## src/rtl/ackseq_pkg.sv

```systemverilog
package ackseq_pkg;

    typedef enum logic [2:0] {
        ST_LISTEN    = 3'd0,
        ST_BUSY_RX   = 3'd1,
        ST_ACK_WAIT  = 3'd2,
        ST_SLOT_WAIT = 3'd3,
        ST_ACK_TX    = 3'd4
    } seq_state_e;

    typedef enum logic [2:0] {
        STS_OK        = 3'd0,
        STS_SLOT_WAIT = 3'd1,
        STS_INVALID   = 3'd7
    } seq_status_e;

    typedef struct packed {
        logic rx_end;
        logic tx_end;
        logic ack_go;
    } seq_evt_t;

    localparam logic [2:0] FT_DATA = 3'b001;
    localparam logic [2:0] FT_CMD  = 3'b011;

    function automatic logic ack_eligible(input logic req, input logic [2:0] ftype);
        return req && ((ftype == FT_DATA) || (ftype == FT_CMD));
    endfunction

    function automatic int max3(input int a, input int b, input int c);
        int m;
        m = (a > b) ? a : b;
        return (m > c) ? m : c;
    endfunction

endpackage

```

## src/rtl/sym_prescaler.sv

```systemverilog
module sym_prescaler #(
    parameter int CYC_PER_SYM = 16
) (
    input  logic clk,
    input  logic rst,
    input  logic restart,
    output logic tick
);
    localparam int PW = $clog2(CYC_PER_SYM + 1);
    localparam logic [PW-1:0] LAST = PW'(CYC_PER_SYM - 1);

    logic [PW-1:0] cnt;

    assign tick = (cnt == LAST);

    always_ff @(posedge clk) begin
        if (rst || restart || tick) cnt <= '0;
        else                        cnt <= cnt + 1'b1;
    end

    assert_presc_range_R4: assert property (@(posedge clk) disable iff (rst)
        cnt <= LAST);

endmodule

```

## src/rtl/sym_countdown.sv

```systemverilog
module sym_countdown #(
    parameter int MAX_SYMS = 22
) (
    input  logic                           clk,
    input  logic                           rst,
    input  logic                           load,
    input  logic [$clog2(MAX_SYMS+1)-1:0]  load_syms,
    input  logic                           tick,
    output logic                           done
);
    localparam int CW = $clog2(MAX_SYMS + 1);

    logic [CW-1:0] cnt;

    assign done = tick && (cnt == CW'(1));

    always_ff @(posedge clk) begin
        if (rst)                        cnt <= '0;
        else if (load)                  cnt <= load_syms;
        else if (tick && cnt != '0)     cnt <= cnt - 1'b1;
    end

    assert_load_takes_R5: assert property (@(posedge clk) disable iff (rst)
        load |=> (cnt == $past(load_syms)));

    assert_no_wrap_R9: assert property (@(posedge clk) disable iff (rst)
        (!load && cnt == '0) |=> (cnt == '0));

endmodule

```

## src/rtl/trig_edge.sv

```systemverilog
module trig_edge (
    input  logic clk,
    input  logic rst,
    input  logic pin,
    output logic rise
);
    logic prev;

    always_ff @(posedge clk) begin
        if (rst) prev <= 1'b0;
        else     prev <= pin;
    end

    assign rise = pin && !prev;

endmodule

```

## src/rtl/ack_rx_sequencer.sv

```systemverilog
module ack_rx_sequencer
    import ackseq_pkg::*;
#(
    parameter int CYC_PER_SYM = 16,
    parameter int LONG_SYMS   = 12,
    parameter int SHORT_SYMS  = 2,
    parameter int ACK_TX_SYMS = 22
) (
    input  logic       clk,
    input  logic       rst,
    input  logic       sfd_det,
    input  logic       frame_end,
    input  logic       ack_req,
    input  logic [2:0] frame_type,
    input  logic       short_tat,
    input  logic       slotted,
    input  logic       slp_tr,
    output logic       rx_busy,
    output logic       tx_dir,
    output logic       ack_start,
    output logic       irq_rx_end,
    output logic       irq_tx_end,
    output logic [2:0] status
);
    localparam int MAX_SYMS = max3(LONG_SYMS, SHORT_SYMS, ACK_TX_SYMS);
    localparam int CW       = $clog2(MAX_SYMS + 1);

    seq_state_e  state_q, state_d;
    seq_status_e sts_q, sts_d;
    seq_evt_t    evt_d, evt_q;

    logic          tmr_load;
    logic [CW-1:0] tmr_syms;
    logic          sym_tick;
    logic          tmr_done;
    logic          trig_rise;

    sym_prescaler #(.CYC_PER_SYM(CYC_PER_SYM)) u_presc (
        .clk     (clk),
        .rst     (rst),
        .restart (tmr_load),
        .tick    (sym_tick)
    );

    sym_countdown #(.MAX_SYMS(MAX_SYMS)) u_cdown (
        .clk       (clk),
        .rst       (rst),
        .load      (tmr_load),
        .load_syms (tmr_syms),
        .tick      (sym_tick),
        .done      (tmr_done)
    );

    trig_edge u_trig (
        .clk  (clk),
        .rst  (rst),
        .pin  (slp_tr),
        .rise (trig_rise)
    );

    always_comb begin
        state_d  = state_q;
        tmr_load = 1'b0;
        tmr_syms = '0;
        evt_d    = '0;
        unique case (state_q)
            ST_LISTEN: begin
                if (sfd_det) state_d = ST_BUSY_RX;
            end
            ST_BUSY_RX: begin
                if (frame_end) begin
                    evt_d.rx_end = 1'b1;
                    if (!ack_eligible(ack_req, frame_type)) begin
                        state_d = ST_LISTEN;
                    end else if (slotted) begin
                        state_d = ST_SLOT_WAIT;
                    end else begin
                        state_d  = ST_ACK_WAIT;
                        tmr_load = 1'b1;
                        tmr_syms = short_tat ? CW'(SHORT_SYMS) : CW'(LONG_SYMS);
                    end
                end
            end
            ST_ACK_WAIT: begin
                if (tmr_done) begin
                    state_d      = ST_ACK_TX;
                    tmr_load     = 1'b1;
                    tmr_syms     = CW'(ACK_TX_SYMS);
                    evt_d.ack_go = 1'b1;
                end
            end
            ST_SLOT_WAIT: begin
                if (trig_rise) begin
                    state_d      = ST_ACK_TX;
                    tmr_load     = 1'b1;
                    tmr_syms     = CW'(ACK_TX_SYMS);
                    evt_d.ack_go = 1'b1;
                end
            end
            ST_ACK_TX: begin
                if (tmr_done) begin
                    state_d      = ST_LISTEN;
                    evt_d.tx_end = 1'b1;
                end
            end
            default: state_d = ST_LISTEN;
        endcase
    end

    always_comb begin
        sts_d = sts_q;
        if (state_q == ST_LISTEN && sfd_det)         sts_d = STS_OK;
        if (state_d == ST_SLOT_WAIT && state_q != ST_SLOT_WAIT)
                                                     sts_d = STS_SLOT_WAIT;
        if (state_q == ST_SLOT_WAIT && trig_rise)    sts_d = STS_OK;
        if (state_q != ST_SLOT_WAIT && trig_rise)    sts_d = STS_INVALID;
    end

    always_ff @(posedge clk) begin
        if (rst) begin
            state_q <= ST_LISTEN;
            sts_q   <= STS_OK;
            evt_q   <= '0;
        end else begin
            state_q <= state_d;
            sts_q   <= sts_d;
            evt_q   <= evt_d;
        end
    end

    assign rx_busy    = (state_q == ST_BUSY_RX);
    assign tx_dir     = (state_q == ST_ACK_TX);
    assign ack_start  = evt_q.ack_go;
    assign irq_rx_end = evt_q.rx_end;
    assign irq_tx_end = evt_q.tx_end;
    assign status     = sts_q;

    assert_sfd_busy_R1: assert property (@(posedge clk) disable iff (rst)
        (state_q == ST_LISTEN && sfd_det) |=> rx_busy);

    assert_rx_irq_R2: assert property (@(posedge clk) disable iff (rst)
        (rx_busy && frame_end) |=> irq_rx_end);

    assert_filter_R3: assert property (@(posedge clk) disable iff (rst)
        (rx_busy && frame_end && !ack_eligible(ack_req, frame_type)) |=> (state_q == ST_LISTEN));

    assert_start_dir_R9: assert property (@(posedge clk) disable iff (rst)
        ack_start |-> tx_dir);

    assert_txend_listen_R9: assert property (@(posedge clk) disable iff (rst)
        irq_tx_end |-> ($past(tx_dir) && !tx_dir));

    assert_slot_trigger_R6: assert property (@(posedge clk) disable iff (rst)
        (state_q == ST_SLOT_WAIT && !trig_rise) |=> (state_q == ST_SLOT_WAIT));

    assert_wait_status_R7: assert property (@(posedge clk) disable iff (rst)
        (state_q == ST_SLOT_WAIT) |-> (status == 3'd1));

    assert_bad_trig_R8: assert property (@(posedge clk) disable iff (rst)
        (trig_rise && state_q != ST_SLOT_WAIT) |=> (status == 3'd7));

    assert_one_event_R2: assert property (@(posedge clk) disable iff (rst)
        $onehot0({irq_rx_end, irq_tx_end, ack_start}));

endmodule

```

## config.mk

```make
export PLATFORM = sky130hd
export DESIGN_NAME = ack_rx_sequencer
export DESIGN_NICKNAME = d
export VERILOG_FILES = /design/src/rtl/ackseq_pkg.sv /design/src/rtl/sym_prescaler.sv /design/src/rtl/sym_countdown.sv /design/src/rtl/trig_edge.sv /design/src/rtl/ack_rx_sequencer.sv
export SDC_FILE = /design/constraint.sdc
export NUM_CORES = 1
export LEC_CHECK = 0
export ABC_AREA = 0
export BUFFER_PORTS_ARGS = -buffer_cell sky130_fd_sc_hd__buf_2
export CAP_MARGIN = 0
export CORE_MARGIN = 1
export CORE_UTILIZATION = 25
export DETAILED_ROUTE_END_ITERATION = 10
export PLACE_DENSITY = 0.54
export SLEW_MARGIN = 10
export SYNTH_ARGS = -nofsm -noshare
export SYNTH_HDL_FRONTEND = slang
export SYNTH_SLANG_ARGS = --single-unit
```

## constraint.sdc

```tcl
create_clock -name clk -period 1.9 [get_ports clk]
set_input_delay 0.19 -clock clk [delete_from_list [all_inputs] [get_ports clk]]
set_output_delay 0.19 -clock clk [all_outputs]
set_load 0.02 [all_outputs]
```

* Word-level counts from Yosys, hierarchy flattened
Cells that the tools add are included.
Operators by class: mux-type cells 29, $add $sub $neg 2, reduce and logical (&&, ||, !) cells 18, bitwise gates (word level) 2, eq/ne operators 10
Operators by type and width (count):
- 3-bit two-way mux | 10
- 5-bit two-way mux | 4
- 4-bit two-way mux | 4
- 3-bit case mux with 5 select lines | 1
- 5-bit case mux with 3 select lines | 1
- 3-bit by 2-bit == test with 1-bit output (second input constant) | 4
- 1-bit logical AND | 8
- 1-bit two-way mux | 7
- 3-bit by 1-bit == test with 1-bit output (second input constant) | 2
- 5-bit by 1-bit adder with 5-bit output (second input constant) | 1
- 5-bit by 1-bit == test with 1-bit output (second input constant) | 1
- 5-bit by 4-bit == test with 1-bit output (second input constant) | 1
- 5-bit nonzero test | 1
- 5-bit by 1-bit subtractor with 5-bit output (second input constant) | 1
- 4-bit nonzero test | 1
- 2-bit OR reduction | 2
- 3-bit == test (second input constant) | 1
- 3-bit zero test | 1
- 1-bit logical OR | 3
- 3-bit by 2-bit inequality test with 1-bit output (second input constant) | 1
- 1-bit case mux with 3 select lines | 1
- 1-bit NOT | 2
- 1-bit case mux with 2 select lines | 1
- 2-bit nonzero test | 1
- 1-bit zero test | 1
Storage, ports and cells: bits in registers 20

* Depth between registers and ports, before layout
depth after elaboration 11, mapped depth 7

* Hierarchy
A second synthesis with hierarchy kept.
Unflattened totals: cells, all modules 117, area, all modules 1053.5 um^2
By module, submodules not included:
- ack_rx_sequencer | area an instance 475.5 um^2, sequential area each 160.2 um^2, instances 1, cells an instance 57
- sym_countdown | area an instance 325.3 um^2, sequential area each 100.1 um^2, instances 1, cells an instance 37
- sym_prescaler | area an instance 205.2 um^2, sequential area each 100.1 um^2, instances 1, cells an instance 20
- trig_edge | area an instance 47.5 um^2, sequential area each 20.0 um^2, instances 1, cells an instance 3

* Least setup slack after synthesis
No wires, ideal clock.
kind register -> register, start reg u_presc.cnt[0], end reg u_presc.cnt[2], path buffers 0, stages on the path, launching flop included 8, data arrival time 1927 ps, setup time 62 ps, setup slack -90 ps, path through dfxtp_1 > ha_1 > and3_1 > ha_1 > nor4bb_1 > a2bb2oi_2 > or4b_4 > nor2_2
Between the ends: longest elaborated chain between the ends 6, elaborated cells between the ends (all ways) 7, classes of those cells add/sub (1); eq/ne (1); mux (2); reduce/logical (3)
Ends and longest elaborated chain:
- start, declared | line sym_prescaler.sv:12 | logic [PW-1:0] cnt;
- start signal, assigned | line sym_prescaler.sv:18 | else cnt <= cnt + 1'b1;
- 5-bit by 4-bit == test with 1-bit output | line sym_prescaler.sv:14 | assign tick = (cnt == LAST);
- 1-bit logical AND | line sym_countdown.sv:15 | assign done = tick && (cnt == CW'(1));
- 1-bit two-way mux | line ack_rx_sequencer.sv:85 | if (tmr_done) begin
- 1-bit case mux with 3 select lines | line ack_rx_sequencer.sv:66 | unique case (state_q)
- 1-bit logical OR (2 in a row) | line sym_prescaler.sv:17 | if (rst || restart || tick) cnt <= '0;
Several ways; a longest one is shown, not always the timed one. A chain may end at the register's enable or synchronous reset.

* Worst setup path after layout
start reg u_presc.cnt[1], end reg u_presc.cnt[1]
The elaborated chain is that of the path after synthesis.

==> flow_summary.json <==
{
  "outcome": "finished clean",
  "routed_wl_mm": 2.218,
  "grt_use_total": 0.1114,
  "crit_fanout": 6,
  "worstMarginPinSlew_ns": 0.4301,
  "worstSetupPathType": "flop to flop",
  "fin_skew_ns": 0.003681,
  "viasPerCell": 4.844,
  "cts.clk_slew.worst_paths_ns": 0.07,
  "hp-class": "primary input to flop",
  "slew_headroom": 0.7111,
  "multi_input_area_sq_um": 639.4,
  "finalHoldViolations": 0,
  "ctsLongestPathBuffers": 2,
  "synth-seq-cells": 19,
  "irDropWorstVdd_mv": 0.3718,
  "antenna_cells": 0,
  "p_leak_nw": 0.5423,
  "netlist_area_sq_um": 1036,
  "switching_power_uw": 198.9,
  "dp_hpwl_mm": 1.643,
  "pwr-share-clk": 0.348,
  "die_x_um": 66.38,
  "rsz0062_at_grt": "true",
  "seq_area_sq_um": 381.6,
  "startpoint": "u_presc.cnt[1]$_SDFF_PP0_",
  "grt_overflow": 0,
  "root_buffer": "clkbuf_8",
  "drcViolationCount": 0,
  "min_period_over_period": 0.9816,
  "synth-edff-count": 0,
  "cts_made_buffers": 3,
  "drv_slew": 0,
  "grt_pass1_vias": 862,
  "synthCells": 112,
  "initial_core_util": 0.2590,
  "fillers": 425,
  "intPower_uw": 606.5,
  "cts_tree": "built",
  "synth_flop_cell": "dfxtp_1",
  "place.gp.congestion": 0.8182,
  "ys_types": 45,
  "die_area_sq_um": 4406,
  "drive_gt1_frac": 0.3162,
  "drtAntennaViolNets": 0,
  "dp_slack_ns": -0.004329,
  "clock_sinks": 19,
  "insertion_delay_ns": 0.25,
  "wl_per_cell_um": 11.92,
  "arrival_ns": 2.06,
  "pwr_density_cell_nw_per_um2": 621.3,
  "htree_levels": 1,
  "layout_commonest_cell": "dfxtp_1",
  "post-route-min-period_ns": 1.865,
  "drtIter0Drc": 54,
  "grt_max_degree": 14,
  "swShare": 0.2470,
  "power_uw": 805.4,
  "antenna_found_initial": 0,
  "grt_pass1_wl_mm": 3.739,
  "cp-end-kind": "flop",
  "ff2ff_path_depth": 7,
  "async_flop_share": 0,
  "syn2layout_area_growth_pct": 25.12,
  "timing.fmax_mhz": 536.2,
  "setup-violations-final": 0,
  "vias": 901,
  "timing.rr.end": "u_presc.cnt[1]$_SDFF_PP0_",
  "r2r-start": "u_presc.cnt[1]$_SDFF_PP0_",
  "ys.warnings.count": 0,
  "die_h_um": 66.38,
  "r2r_slack_ns": 0.03,
  "required_ns": 2.10,
  "ioPinCount": 19,
  "power_frac_comb": 0.127,
  "drt-pass1-iter-count": 5,
  "io_buffers": 17,
  "critPathCapture": "u_presc.cnt[1]$_SDFF_PP0_",
  "worstSetupStartpointType": "flop",
  "core_area_sq_um": 4000,
  "seq_area_frac_synth": 0.3671,
  "setup_slack_ns": 0.03500,
  "mostFrequentLayoutCells": "18 x dfxtp_1, 17 x buf_2, 12 x nor2_1, 8 x inv_1, 7 x buf_4",
  "seq_power_share": 0.526,
  "nNetsFinal": 153,
  "utilization": 0.3241,
  "rows": 23,
  "avgSynthCellArea_sq_um": 9.250,
  "synth_nets": 128,
  "cap_violations": 0
}
-- kinds of logic after synthesis --
family	synth area share
AND/OR/NAND/NOR	0.3104
AO/OA/AOI/OAI	0.1606
flip-flops	0.3671
buffers and inverters	0.05555
adder cells (fa/ha/maj)	0.06039
XOR/XNOR	0.02537
multiplexers	0.02053
-- flip-flops by register name, summed over array words and instances, names as in the netlist --
signal       cells
u_cdown.cnt      5
u_presc.cnt      5
state_q          3
status           2
ack_start        1
irq_rx_end       1
irq_tx_end       1
u_trig.prev      1
-- stage by stage --
step                      instance area [sq um]  std cells  hold slack (ns)  setup TNS (ns)
after floorplan                            1056        112           0.3182               0
after global placement                     1214        180           0.4327               0
after detailed placement                   1214        180           0.4400       -0.004329
after CTS                                  1265        184           0.1732               0
after global routing                       1296        186           0.1830        -0.04692
final                                      1296        186           0.1733               0
-- per-layer routing --
layer,routed length [um],up-vias,GRT usage
met1,994,435,0.1286
li1,-,449,-
met3,78,2,0.03103
met4,15,0,0.03191
met2,1130,15,0.1977
met5,0,-,0
-- cell usage after synthesis (all sizes together), types with 2 or more instances --
| cell type | n | share of area |
|---|---|---|
| a21o | 2 | 0.014 |
| a21oi | 6 | 0.029 |
| and3 | 3 | 0.018 |
| buf | 3 | 0.023 |
| dfxtp | 19 | 0.37 |
| ha | 5 | 0.060 |
| inv | 8 | 0.029 |
| nand2 | 3 | 0.011 |
| nand2b | 2 | 0.012 |
| nand4b | 4 | 0.034 |
| nor2 | 17 | 0.074 |
| nor2b | 3 | 0.018 |
| nor3 | 2 | 0.0097 |
| nor3b | 3 | 0.022 |
| nor4b | 2 | 0.017 |
| o31ai | 2 | 0.014 |
| or3 | 2 | 0.012 |
| xnor2 | 2 | 0.017 |
-- critical path: stages, from the launching register on --
cell and delay (ns):
dfxtp_1 0.33, ha_4 0.16, and3_4 0.18, ha_4 0.17, nor4bb_1 0.13, a2bb2oi_2 0.17
or4b_4 0.54, nor2_2 0.12
-- worst min path at each step --
stage,startpoint,to,slack (ns),cells past startpoint
finish,slp_tr,u_trig.prev$_SDFF_PP0_,0.17,2
global route,slp_tr,u_trig.prev$_SDFF_PP0_,0.18,2
detailed placement,slp_tr,u_trig.prev$_SDFF_PP0_,0.44,2
CTS,slp_tr,u_trig.prev$_SDFF_PP0_,0.17,2
floorplan,slp_tr,u_trig.prev$_SDFF_PP0_,0.32,1
global placement,slp_tr,u_trig.prev$_SDFF_PP0_,0.43,2
-- power groups by stage --
stage | sequential [mW] | clock (mW) | combinational [mW]
after global placement | 0.429 | 0 | 0.0991
after CTS | 0.421 | 0.293 | 0.100
after detailed placement | 0.430 | 0 | 0.0999
final | 0.423 | 0.280 | 0.102
after floorplan | 0.435 | 0 | 0.0626
after global routing | 0.425 | 0.316 | 0.113
-- layout make-up --
| class | instances | area share |
|---|---|---|
| clock buffer | 4 | 0.03475 |
| inverter | 8 | 0.02317 |
| multi-input combinational | 81 | 0.4932 |
| sequential | 19 | 0.2944 |
| tap | 50 | 0.04826 |
| timing repair buffer | 24 | 0.1062 |
-- timing repair --
item / CTS / global route
buffers inserted: 0 / 2
resized for setup: 1 / 3
endpoints found under the setup margin: 1 / 6
hold buffers: 0 / 0
pin swaps: 0 / 4
Power figures use the tool's default switching activity.
